`src/rtl/cct_pkg.sv`:
```
package cct_pkg;

  typedef enum logic [1:0] {
    EDGE_OFF  = 2'b00,
    EDGE_RISE = 2'b01,
    EDGE_FALL = 2'b10,
    EDGE_BOTH = 2'b11
  } edge_mode_e;

  // Decide whether a trigger transition qualifies under the chosen mode.
  function automatic logic edge_hit(input logic [1:0] sel,
                                    input logic cur,
                                    input logic prev);
    logic rise;
    logic fall;
    rise = cur & ~prev;
    fall = ~cur & prev;
    case (edge_mode_e'(sel))
      EDGE_RISE: edge_hit = rise;
      EDGE_FALL: edge_hit = fall;
      EDGE_BOTH: edge_hit = rise | fall;
      default:   edge_hit = 1'b0;
    endcase
  endfunction

  // Capture trigger: own pin, optionally ORed with the neighbour pin.
  function automatic logic trig_of(input logic own, input logic other,
                                   input logic incl);
    trig_of = own | (incl & other);
  endfunction

endpackage

```
`src/rtl/cct_sync.sv`:
```
module cct_sync #(
  parameter int STAGES = 2
) (
  input  logic clk,
  input  logic rst,
  input  logic d,
  output logic q
);
  logic [STAGES-1:0] chain;

  for (genvar i = 0; i < STAGES; i++) begin : g_stage
    if (i == 0) begin : g_first
      always_ff @(posedge clk) begin
        if (rst) chain[i] <= 1'b0;
        else     chain[i] <= d;
      end
    end else begin : g_next
      always_ff @(posedge clk) begin
        if (rst) chain[i] <= 1'b0;
        else     chain[i] <= chain[i-1];
      end
    end
  end

  assign q = chain[STAGES-1];
endmodule

```
`src/rtl/cct_counter.sv`:
```
module cct_counter #(
  parameter int HALF_W = 16
) (
  input  logic              clk,
  input  logic              rst,
  input  logic              cnt_en,
  output logic [HALF_W-1:0] cnt_lo,
  output logic [HALF_W-1:0] cnt_hi,
  output logic              lo_wrap
);
  localparam logic [HALF_W-1:0] HALF_MAX = '1;
  localparam logic [HALF_W-1:0] ONE      = HALF_W'(1);

  assign lo_wrap = cnt_en && (cnt_lo == HALF_MAX);

  always_ff @(posedge clk) begin
    if (rst) begin
      cnt_lo <= '0;
      cnt_hi <= '0;
    end else if (cnt_en) begin
      cnt_lo <= cnt_lo + ONE;
      if (lo_wrap) cnt_hi <= cnt_hi + ONE;
    end
  end


  lo_step_chk: assert property (@(posedge clk) disable iff (rst)
    cnt_en |=> (cnt_lo == $past(cnt_lo) + ONE));

  hold_chk: assert property (@(posedge clk) disable iff (rst)
    !cnt_en |=> ($stable(cnt_lo) && $stable(cnt_hi)));

  carry_chk: assert property (@(posedge clk) disable iff (rst)
    (cnt_en && cnt_lo == HALF_MAX) |=> (cnt_hi == $past(cnt_hi) + ONE && cnt_lo == '0));

  no_carry_chk: assert property (@(posedge clk) disable iff (rst)
    !(cnt_en && cnt_lo == HALF_MAX) |=> $stable(cnt_hi));
endmodule

```
`src/rtl/cct_capture_ch.sv`:
```
module cct_capture_ch #(
  parameter int HALF_W = 16
) (
  input  logic              clk,
  input  logic              rst,
  input  logic              own_sync,
  input  logic              other_sync,
  input  logic              incl,
  input  logic [1:0]        sel,
  input  logic [HALF_W-1:0] count_in,
  output logic              hit,
  output logic [HALF_W-1:0] capt,
  output logic              flag
);
  logic trig;
  logic trig_prev;

  assign trig = cct_pkg::trig_of(own_sync, other_sync, incl);
  assign hit  = cct_pkg::edge_hit(sel, trig, trig_prev);

  always_ff @(posedge clk) begin
    if (rst) begin
      trig_prev <= 1'b0;
      capt      <= '0;
      flag      <= 1'b0;
    end else begin
      trig_prev <= trig;
      flag      <= hit;
      if (hit) capt <= count_in;
    end
  end


  load_chk: assert property (@(posedge clk) disable iff (rst)
    hit |=> (capt == $past(count_in) && flag));

  quiet_chk: assert property (@(posedge clk) disable iff (rst)
    !hit |=> ($stable(capt) && !flag));

  masked_chk: assert property (@(posedge clk) disable iff (rst)
    (own_sync && $past(own_sync) && incl && $past(incl)) |-> !hit);

  solo_chk: assert property (@(posedge clk) disable iff (rst)
    (!incl && $past(!incl) && $stable(own_sync)) |-> !hit);

  off_chk: assert property (@(posedge clk) disable iff (rst)
    (sel == 2'b00) |-> !hit);
endmodule

```
`src/rtl/cascade_capture_timer.sv`:
```
module cascade_capture_timer #(
  parameter int HALF_W      = 16,
  parameter int SYNC_STAGES = 2
) (
  input  logic              clk,
  input  logic              rst,
  input  logic              cnt_en,
  input  logic              cap_pin_lo,
  input  logic              cap_pin_hi,
  input  logic              incl_lo_into_hi,
  input  logic              incl_hi_into_lo,
  input  logic [1:0]        edge_sel_lo,
  input  logic [1:0]        edge_sel_hi,
  output logic [HALF_W-1:0] cnt_lo,
  output logic [HALF_W-1:0] cnt_hi,
  output logic [HALF_W-1:0] capt_lo,
  output logic [HALF_W-1:0] capt_hi,
  output logic              capt_flag_lo,
  output logic              capt_flag_hi
);
  logic sync_lo;
  logic sync_hi;
  logic lo_wrap;
  logic hit_lo;
  logic hit_hi;

  cct_sync #(.STAGES(SYNC_STAGES)) u_sync_lo (
    .clk(clk), .rst(rst), .d(cap_pin_lo), .q(sync_lo));
  cct_sync #(.STAGES(SYNC_STAGES)) u_sync_hi (
    .clk(clk), .rst(rst), .d(cap_pin_hi), .q(sync_hi));

  cct_counter #(.HALF_W(HALF_W)) u_cnt (
    .clk(clk), .rst(rst), .cnt_en(cnt_en),
    .cnt_lo(cnt_lo), .cnt_hi(cnt_hi), .lo_wrap(lo_wrap));

  cct_capture_ch #(.HALF_W(HALF_W)) u_ch_lo (
    .clk(clk), .rst(rst), .own_sync(sync_lo), .other_sync(sync_hi),
    .incl(incl_hi_into_lo), .sel(edge_sel_lo), .count_in(cnt_lo),
    .hit(hit_lo), .capt(capt_lo), .flag(capt_flag_lo));

  cct_capture_ch #(.HALF_W(HALF_W)) u_ch_hi (
    .clk(clk), .rst(rst), .own_sync(sync_hi), .other_sync(sync_lo),
    .incl(incl_lo_into_hi), .sel(edge_sel_hi), .count_in(cnt_hi),
    .hit(hit_hi), .capt(capt_hi), .flag(capt_flag_hi));


  torn_snap_chk: assert property (@(posedge clk) disable iff (rst)
    (hit_lo && hit_hi && lo_wrap) |=> (capt_lo == '1 && capt_hi == cnt_hi - HALF_W'(1)));

  reset_chk: assert property (@(posedge clk)
    rst |=> (cnt_lo == '0 && cnt_hi == '0 && capt_lo == '0 && capt_hi == '0
             && !capt_flag_lo && !capt_flag_hi));
endmodule

```
`config.mk`:
```
export PLATFORM = sky130hd
export DESIGN_NAME = cascade_capture_timer
export DESIGN_NICKNAME = d
export VERILOG_FILES = /design/src/rtl/cct_pkg.sv /design/src/rtl/cct_sync.sv /design/src/rtl/cct_counter.sv /design/src/rtl/cct_capture_ch.sv /design/src/rtl/cascade_capture_timer.sv
export SDC_FILE = /design/constraint.sdc
export NUM_CORES = 1
export LEC_CHECK = 0
export BUFFER_PORTS_ARGS = -buffer_cell sky130_fd_sc_hd__clkbuf_2
export CAP_MARGIN = 20
export CORE_MARGIN = 4
export CORE_UTILIZATION = 36
export DETAILED_ROUTE_END_ITERATION = 10
export PLACE_DENSITY = 0.54
export SLEW_MARGIN = 20
export SYNTH_ARGS = -nofsm -noshare
export SYNTH_HDL_FRONTEND = slang
export SYNTH_HIERARCHICAL = 1
export SYNTH_SLANG_ARGS = --single-unit
```
`constraint.sdc`:
```
create_clock -name clk -period 5.2 [get_ports clk]
set_input_delay 1.04 -clock clk [delete_from_list [all_inputs] [get_ports clk]]
set_output_delay 1.04 -clock clk [all_outputs]
set_load 0.01 [all_outputs]
```
; ---- Word level (Yosys, flattened, before mapping)
; Cells that the tools add are included.
[classes]
n_mux = 2
n_bitwise = 14
add_sub_neg = 2
n_eq_ne = 7
n_reduce_logical = 2
[op_table]
columns = operator, n
row1 = 16-bit by 1-bit adder with 16-bit output (second input constant), 2
row2 = 16-bit equality test (second input constant), 1
row3 = 2-bit equality test (second input constant), 4
row4 = 1-bit AND, 6
row5 = 1-bit one-hot mux with 3 select lines, 2
row6 = 2-bit by 1-bit equality test with 1-bit output (second input constant), 2
row7 = 1-bit NOT, 4
row8 = 1-bit bitwise OR, 4
row9 = 2-bit AND reduction, 1
row10 = 1-bit logical AND, 1
[word_totals]
wordCells = 39
output_inout_bits = 66
inputBits = 11
reg_bits = 72

; ---- Longest topological paths before layout
; Gate-level depths: netlist (run 1).
[logic_depth]
ltp_word = 6
depth_mapped = 8
mapped_depth_nobuf = 6

; ---- Cells and area by module
; The synthesis (run 1) kept the hierarchy.
[by_module_without_submodules]
columns = mod, cells_per_inst, n_inst, seq_area_each_um2, area_each_um2
row1 = cct_capture_ch, 82, 2, 360.3, 824.5
row2 = cct_counter, 191, 1, 640.6, 1597.8
row3 = cct_sync, 4, 2, 40.0, 52.6

; ---- Worst setup path after synthesis (run 1)
; OpenSTA, ideal clock, no wires.
[synth_path]
kind = input to register
start = in cnt_en
end = reg u_cnt.cnt_hi[15]
slack_ps = 2433
n_path_buf = 2
t_required_ps = 5079
setup_ps = 121
stages = 6
arrival_time_ps = 2646
cell_sequence = buf_2 nand4_4 or4_4 buf_6 nor4_1 mux2_2
[synth_between]
elab_chain_cells = 2
[synth_lines]
columns = element, line_no
row1 = "start, declared", cascade_capture_timer.sv:7  ; input logic cnt_en,
row2 = 1-bit logical AND, cct_counter.sv:14  ; assign lo_wrap = cnt_en && (cnt_lo == HALF_MAX);
row3 = 2-bit AND reduction (no line) (*), n/a
row4 = "end signal, assigned", cct_counter.sv:22  ; if (lo_wrap) cnt_hi <= cnt_hi + ONE;
row5 = "end, declared", cct_counter.sv:8  ; output logic [HALF_W-1:0] cnt_hi,
; Every way passes the cells marked *; elsewhere a longest branch is shown, timed or not.
; A chain may end at the register's enable or synchronous reset.

; ---- Worst setup path after layout (run 1)
[layout_path]
start = in cnt_en
end = reg u_cnt.cnt_hi[14]
; Same word-level chain as after synthesis.

==> results of run 1 <==
report_power, final:
group | switching [W] | internal, W | leakage (nW) | total, W
combinational | 0.0000312 | 0.0000269 | 1.02 | 0.0000581
clock | 0.000193 | 0.000191 | 0.0842 | 0.000384
sequential | 0.00000458 | 0.000556 | 0.581 | 0.000561
state kept, by name, indices dropped and copies added (netlist names):
| signal | count |
|---|---|
| u_ch_hi/capt | 16 |
| u_ch_hi/trig_prev | 1 |
| u_sync_lo/q | 1 |
| u_ch_lo/capt | 16 |
| u_sync_lo/chain | 1 |
| u_sync_hi/q | 1 |
| u_cnt/cnt_lo | 16 |
| u_sync_hi/chain | 1 |
| u_cnt/cnt_hi | 16 |
| u_ch_lo/trig_prev | 1 |
| u_ch_hi/flag | 1 |
| u_ch_lo/flag | 1 |
cell type report:
cell class	instances	area share [%]
Multi-Input combinational cell	260	44.6
Timing Repair Buffer	79	10.3
Inverter	9	0.861
Sequential cell	72	36.7
Clock inverter	1	0.128
Clock buffer	12	3.95
Tap cell	108	3.44
path summary, 6_finish.rpt:
kind         slack, ns                           from                             to
max reg2reg       2.83   u_cnt/cnt_lo[1]$_SDFFE_PP0P_  u_cnt/cnt_hi[14]$_SDFFE_PP0P_
min reg2reg       0.44  u_sync_lo/chain[0]$_SDFF_PP0_         u_sync_lo/q$_SDFF_PP0_
max               2.64                         cnt_en  u_cnt/cnt_hi[14]$_SDFFE_PP0P_
min               0.44  u_sync_lo/chain[0]$_SDFF_PP0_         u_sync_lo/q$_SDFF_PP0_
layer usage:
metal  track usage, %  up-vias  share of wire (%)  wire [microns]
met5                0        -                  0               0
met4             6.27        0                1.3             100
met3             2.61        6                2.7             197
met2             20.4       44                 43            3180
met1             20.2     1227                 53            3940
li1                 -     1368                  -               -
worst max-delay path, cell delays in order:
cell and delay (ns):
clkbuf_2 0.19, nand4_4 0.15, or4_4 0.68, nor4_1 0.34, mux2_2 0.37
stage by stage:
stage	std cells	hold WS (ns)
2_1_floorplan	360	0.414
3_3_place_gp	528	0.418
3_5_place_dp	528	0.432
4_1_cts	541	0.449
5_1_grt	541	0.461
6_report	541	0.441
==> impl_metrics.yaml, run 1 <==
status:
  status: "completed"
global_routing:
  grt_max_degree: 72
  grt_overflow_total: 0
  grt_usage_pct: 14.1
  first_global_vias: 2498
  grt_pass1_wl_microns: 12600
  antenna_found_initial: 0
timing:
  tns_ns: 0
  timing.final.ws_setup_ns: 2.64
  tightestPinTransition_ns: 0.650
  min_period_ns: 2.56
  finalClockSkew_ns: 0.00622
  max-slew-margin-rel_pct: 56.2
  finalHoldViolCount: 0
  fmax_ghz: 0.391
  finalCritPeriodShare_pct: 49.1
  report.final.slew_viol_count: 0
  finalSetupViolCount: 0
  rsz0062_at_grt: "no"
critical_path:
  cp_max_fo: 18
  cp-end-kind: "flop"
  reg2reg_depth: 5
  critPathRequiredTime_ns: 5.42
  critPathLaunchType: "input pin"
  crit_arrival_ns: 2.78
  critPathKind: "input pin to flop"
layout:
  layout-drive-gt1-share_pct: 24.9
  final_cell_mix: "clkbuf_2 (75), dfxtp_1 (72), nand2b_1 (64), mux2i_1 (35), nand2_1 (21)"
  nFillCells: 912
  nNetsFinal: 446
  final_common_cell: "clkbuf_2"
  n_antenna_cell: 0
  final_area_sq_um: 3920
  multi_input_area_sq_um: 1750
  synthToLayoutAreaGrowth_pct: 17.5
  regArea_sq_um: 1440
  finish.utilization_pct: 44.1
hold_path:
  hold_depth: 1
  hp-class: "flop to flop"
route:
  wl_per_cell_microns: 13.7
  drt-total-wl_microns: 7420
  ant_nets: 0
  vias_per_cell: 4.89
  vias: 2645
  drc_errors: 0
  drtIter0Drc: 133
  firstDrtPassIters: 4
floorplanning:
  die_h_microns: 104
  coreArea_sq_um: 8890
  fp.dieW_microns: 104
  dieArea_sq_um: 10900
  pin_count: 77
  num_rows: 34
  start_util_pct: 37.6
placement:
  place_ws_ns: 2.27
  gp_congestion: 0.745
  place_area_sq_um: 3760
  port_buffers: 76
  place_hpwl_microns: 5230
power_and_ir_drop:
  peakVddDrop_mv: 0.111
  pwr_density_cell_nw_per_um2: 255
  power.total_w: 0.00100
  leakagePower_nw: 1.68
clock_network:
  h-tree-depth: 3
  clock_latency_ns: 0.33
  cts-resized-gates: 0
  postCtsSetupRepairBufs: 0
  clkTransAtPathRegs_ns: 0.07
  cts_sinks: 72
  cts_hold_buf: 0
  clockRootBuffer: "clkbuf_8"
  cts_tree: "built"
  cts_max_path_buffers: 2
  cts-buffers-inserted: 9
yosys:
  syn_nets: 375
  netlist_instances: 360
  ys_warn_count: 6
  syn_area_per_cell_sq_um: 9.28
  netlist_area_sq_um: 3340
job:
  maxCapViolations: 0
(Power assumes the default switching activity.)
==> run 2: changes to the inputs <==
- PLACE_DENSITY: 0.54 -> 0.56
- clock period: 5.2 -> 2.1 ns (I/O delays scaled with it)
==> run 2 against run 1 <==
Die area is the same. Sequential share of layout area fell by 2.4 points. Clock power grew to 2.8 times the previous value. Routed wire length increased by 5.9%. Count of clock-buffer cells in the layout is 2 lower. Critical endpoint is now u_cnt/cnt_hi[11]$_SDFFE_PP0P_.
==> impl_metrics.yaml, run 2 (synthesis gave the netlist of run 1 again) <==
status:
  status: "completed"
layout:
  layout-drive-gt1-share_pct: 30.7
  final_cell_mix: "clkbuf_2 (75), dfxtp_1 (70), nand2b_1 (64), mux2i_1 (35), buf_4 (23)"
  multi_input_area_sq_um: 1770
  synthToLayoutAreaGrowth_pct: 25.8
  nFillCells: 869
  nNetsFinal: 470
  regArea_sq_um: 1440
  final_common_cell: "clkbuf_2"
  stdcell_count: 568
  n_antenna_cell: 0
timing:
  max-slew-margin-rel_pct: 47.5
  tightestPinTransition_ns: 0.788
  report.final.slew_viol_count: 0
  finalSetupViolCount: 0
  min_period_ns: 1.99
  finalClockSkew_ns: 0.00840
  rsz0062_at_grt: "no"
  finalHoldViolCount: 0
  fmax_ghz: 0.503
  tns_ns: 0
  finalCritPeriodShare_pct: 94.7
clock_network:
  cts_max_path_buffers: 2
  h-tree-depth: 3
  cts_sinks: 72
  clock_latency_ns: 0.34
  clockRootBuffer: "clkbuf_8"
  clkTransAtPathRegs_ns: 0.07
  cts-buffers-inserted: 9
  postCtsSetupRepairBufs: 0
  cts_tree: "built"
hold_path:
  hp-class: "input pin to flop"
  hp-start: "cap_pin_hi"
floorplanning:
  coreArea_sq_um: 8890
  fp.dieW_microns: 104
  start_util_pct: 37.6
  num_rows: 34
  die_h_microns: 104
  dieArea_sq_um: 10900
  pin_count: 77
critical_path:
  critPathTopFamily: "simple AND/OR/NAND/NOR gates"
  cp-end-kind: "flop"
  path_buf_inv: 0
  cp_max_fo: 7
  critPathKind: "flop to flop"
  crit_start: "u_cnt/cnt_lo[0]$_SDFFE_PP0P_"
  crit_arrival_ns: 2.21
  critPathRequiredTime_ns: 2.33
  max_stage_delay_ns: 0.49
  cp_slowest_cell: "or4_4"
  critPathLaunchType: "flop"
  r2r-start: "u_cnt/cnt_lo[0]$_SDFFE_PP0P_"
  cp_cell_sequence: "ha_2 -> nand4_1 -> or4_4 -> nor4_1 -> mux2_2"
placement:
  place_hpwl_microns: 5720
  dpl.cell_count: 552
  port_buffers: 76
  gp_congestion: 0.799
route:
  wl_per_cell_microns: 13.8
  drtIter0Drc: 115
  drt-total-wl_microns: 7860
  vias: 2778
  firstDrtPassIters: 4
  drc_errors: 0
  ant_nets: 0
  vias_per_cell: 4.89
power_and_ir_drop:
  power.internal_w: 0.00201
  peakVddDrop_mv: 0.324
  switching_share_pct: 23.7
  clkPwrFrac_pct: 40.7
  leakagePower_nw: 1.84
  seq_power_share_pct: 52.5
  p_switching_w: 0.000622
  pwr_density_cell_nw_per_um2: 626
  power.total_w: 0.00263
  p_comb_share_pct: 6.8
global_routing:
  grt_max_degree: 45
  grt_pass1_wl_microns: 13400
  grt_overflow_total: 0
  grt_usage_pct: 14.9
  first_global_vias: 2672
  antenna_found_initial: 0
job:
  maxCapViolations: 0
## run 2: changes by cell type in the layout (fill, tap and decap cells not counted), sizes merged
cell	change
buf	+24
bufinv	+1
clkbuf	-2
clkinv	+2
clkinvlp	+2
## run 2: cell type report
cell class | count | area share, %
Timing Repair Buffer | 103 | 15.1
Sequential cell | 72 | 34.4
Multi-Input combinational cell | 260 | 42.1
Clock buffer | 10 | 3.04
Inverter | 9 | 0.804
Clock inverter | 6 | 1.43
Tap cell | 108 | 3.22
## run 2: through the flow
stage | instance area [sq um] | hold WS [ns] | utilization [%] | worst slack, ns
after floorplan | 3360 | 0.414 | - | 0.0207
after global placement | 4010 | 0.422 | 45.1 | 0.0501
after detailed placement | 4010 | 0.425 | 45.1 | 0.0167
after CTS | 4200 | 0.303 | 47.2 | 0.104
after global routing | 4200 | 0.303 | 47.3 | 0.00647
final | 4200 | 0.320 | 47.3 | 0.112
## run 2: metal layers
layer / vias to the layer above / global-route usage [%] / wire length (microns) / share of wire (%)
met2: 57 / 22.8 / 3500 / 45
met3: 11 / 4.10 / 345 / 4.4
li1: 1421 / - / - / -
met4: 0 / 4.56 / 99 / 1.3
met5: - / 0 / 0 / 0
met1: 1289 / 20.3 / 3910 / 50
## run 2: what timing repair did
action,CTS,global route
hold buffers,0,0
endpoints found under the setup margin,0,1
gates resized for setup,0,1
## run 2: worst reg2reg max path, cell delays in order, from the launching register on
cell     delay, ns
dfxtp_2       0.33
ha_2          0.26
nand4_1       0.14
or4_4         0.49
nor4_1        0.28
mux2_2        0.37
## run 2: path summary, 6_finish.rpt
check / end / slack (ns) / depth (start not counted)
worst max-delay path: u_cnt/cnt_hi[11]$_SDFFE_PP0P_ / 0.11 / 5
worst min-delay path: u_sync_hi/chain[0]$_SDFF_PP0_ / 0.32 / 2
worst max register to register: u_cnt/cnt_hi[11]$_SDFFE_PP0P_ / 0.11 / 5
worst min register to register: u_sync_lo/q$_SDFF_PP0_ / 0.44 / 1
## run 2: power by group through the flow
| stage | Clock, W | Combinational (W) | Sequential [W] |
|---|---|---|---|
| floorplan | 0 | 0.000110 | 0.00142 |
| global placement | 0 | 0.000177 | 0.00141 |
| detailed placement | 0 | 0.000180 | 0.00141 |
| CTS | 0.00112 | 0.000180 | 0.00138 |
| global route | 0.00118 | 0.000197 | 0.00138 |
| finish | 0.00107 | 0.000178 | 0.00138 |
==> run 3: changes to the inputs <==
- CORE_ASPECT_RATIO: not set -> 1.1
==> run 3 against run 2 <==
Critical path depth fell by 1. Fmax is 1.1% higher. Largest power group unchanged. Sequential cell count unchanged. Combinational power is 3% lower. Cell count is 0.70% higher. Power decreased by 5.0%. Global-route usage shrank 0.37 points. Sequential power about the same.
==> impl_metrics.yaml, run 3 (synthesis gave the netlist of run 1 again) <==
timing:
  rsz0062_at_grt: "no"
  finalCritPeriodShare_pct: 93.7
  timing.final.ws_setup_ns: 0.133
  fmax_ghz: 0.508
  tns_ns: 0
  whs_ns: 0.304
  min_period_ns: 1.97
  finalSetupViolCount: 0
  finalClockSkew_ns: 0.00702
  report.final.slew_viol_count: 0
  tightestPinTransition_ns: 0.561
  max-slew-margin-rel_pct: 62.3
  finalHoldViolCount: 0
route:
  drtIter0Drc: 69
  wl_per_cell_microns: 13.4
  ant_nets: 0
  drt-total-wl_microns: 7680
  vias: 2726
  firstDrtPassIters: 4
  vias_per_cell: 4.77
  drc_errors: 0
critical_path:
  cp_max_fo: 6
  critPathLaunchType: "flop"
  critPathRequiredTime_ns: 2.33
  critPathKind: "flop to flop"
  max_stage_delay_ns: 0.60
  cp_cell_sequence: "nand4_2 -> or4_4 -> nor4_1 -> mux2_2"
  cp_slowest_cell: "or4_4"
  crit_arrival_ns: 2.20
  cp-end-kind: "flop"
clock_network:
  postCtsSetupRepairBufs: 0
  clkTransAtPathRegs_ns: 0.07
  cts_sinks: 72
  clockRootBuffer: "clkbuf_8"
  cts-resized-gates: 0
  cts_tree: "built"
  cts_max_path_buffers: 2
  h-tree-depth: 3
  cts_hold_buf: 0
  cts-buffers-inserted: 9
  clock_latency_ns: 0.34
floorplanning:
  dieArea_sq_um: 10900
  pin_count: 77
  coreArea_sq_um: 8960
  fp.dieW_microns: 99.9
  start_util_pct: 37.3
  num_rows: 36
  die_h_microns: 109
power_and_ir_drop:
  leakagePower_nw: 1.83
  peakVddDrop_mv: 0.266
  pwr_density_cell_nw_per_um2: 598
layout:
  n_antenna_cell: 0
  nNetsFinal: 471
  nFillCells: 867
  synthToLayoutAreaGrowth_pct: 25.1
  final_common_cell: "clkbuf_2"
  layout-drive-gt1-share_pct: 30.3
  stdcell_count: 572
  final_cell_mix: "clkbuf_2 (75), dfxtp_1 (70), nand2b_1 (64), mux2i_1 (35), buf_4 (25)"
global_routing:
  antenna_found_initial: 0
  grt_max_degree: 52
  grt_usage_pct: 14.5
  grt_overflow_total: 0
  grt_pass1_wl_microns: 12600
  first_global_vias: 2578
hold_path:
  hp-class: "input pin to flop"
placement:
  place_hpwl_microns: 5690
  gp_congestion: 0.763
  dpl.cell_count: 559
  port_buffers: 76
  place_ws_ns: 0.0473
job:
  maxCapViolations: 0
status:
  status: "completed"
[run 3: power breakdown]
group | leakage [nW] | internal [W] | switching [W]
registers | 0.582 | 0.00138 | 0.00000514
logic | 1.16 | 0.0000865 | 0.0000870
clock network | 0.0842 | 0.000472 | 0.000470
[run 3: final timing paths]
path	slack (ns)	endpoint	cells past startpoint	start
max	0.13	u_cnt/cnt_hi[11]$_SDFFE_PP0P_	4	u_cnt/cnt_lo[11]$_SDFFE_PP0P_
min	0.30	u_sync_hi/chain[0]$_SDFF_PP0_	2	cap_pin_hi
max reg2reg	0.13	u_cnt/cnt_hi[11]$_SDFFE_PP0P_	4	u_cnt/cnt_lo[11]$_SDFFE_PP0P_
min reg2reg	0.44	u_sync_hi/q$_SDFF_PP0_	1	u_sync_hi/chain[0]$_SDFF_PP0_
[run 3: cell type report]
| cell class | instances | area, sq um | area share [%] |
|---|---|---|---|
| repair buffers | 104 | 628 | 15.0 |
| clock inverters | 1 | 5.00 | 0.120 |
| inverters | 9 | 33.8 | 0.809 |
| well taps | 114 | 143 | 3.41 |
| flip-flops and latches | 72 | 1440 | 34.6 |
| clock buffers | 12 | 155 | 3.71 |
| multi-input cells | 260 | 1770 | 42.3 |
[run 3: stage by stage]
stage	util, %	cell area, sq um	power, W
after CTS	46.6	4170	0.00254
after global routing	46.6	4180	0.00260
after detailed placement	44.8	4010	0.00159
after floorplan	-	3360	0.00153
after global placement	44.8	4010	0.00159
final	46.6	4180	0.00250
[run 3: per-layer routing]
metal / vias to the layer above / GRT usage [%] / routed length [microns] / part of all wire [%]
li1: 1419 / - / - / -
met5: - / 0 / 0 / 0
met4: 0 / 6.15 / 134 / 1.7
met2: 49 / 22.5 / 3470 / 45
met3: 11 / 3.45 / 346 / 4.5
met1: 1247 / 19.3 / 3730 / 49
[run 3: worst max-delay path, delay by kind of cell (launching register included)]
family,cells,cell delay (ns)
flip-flops,1,0.42
AND/OR/NAND/NOR,3,1.07
multiplexers,1,0.37
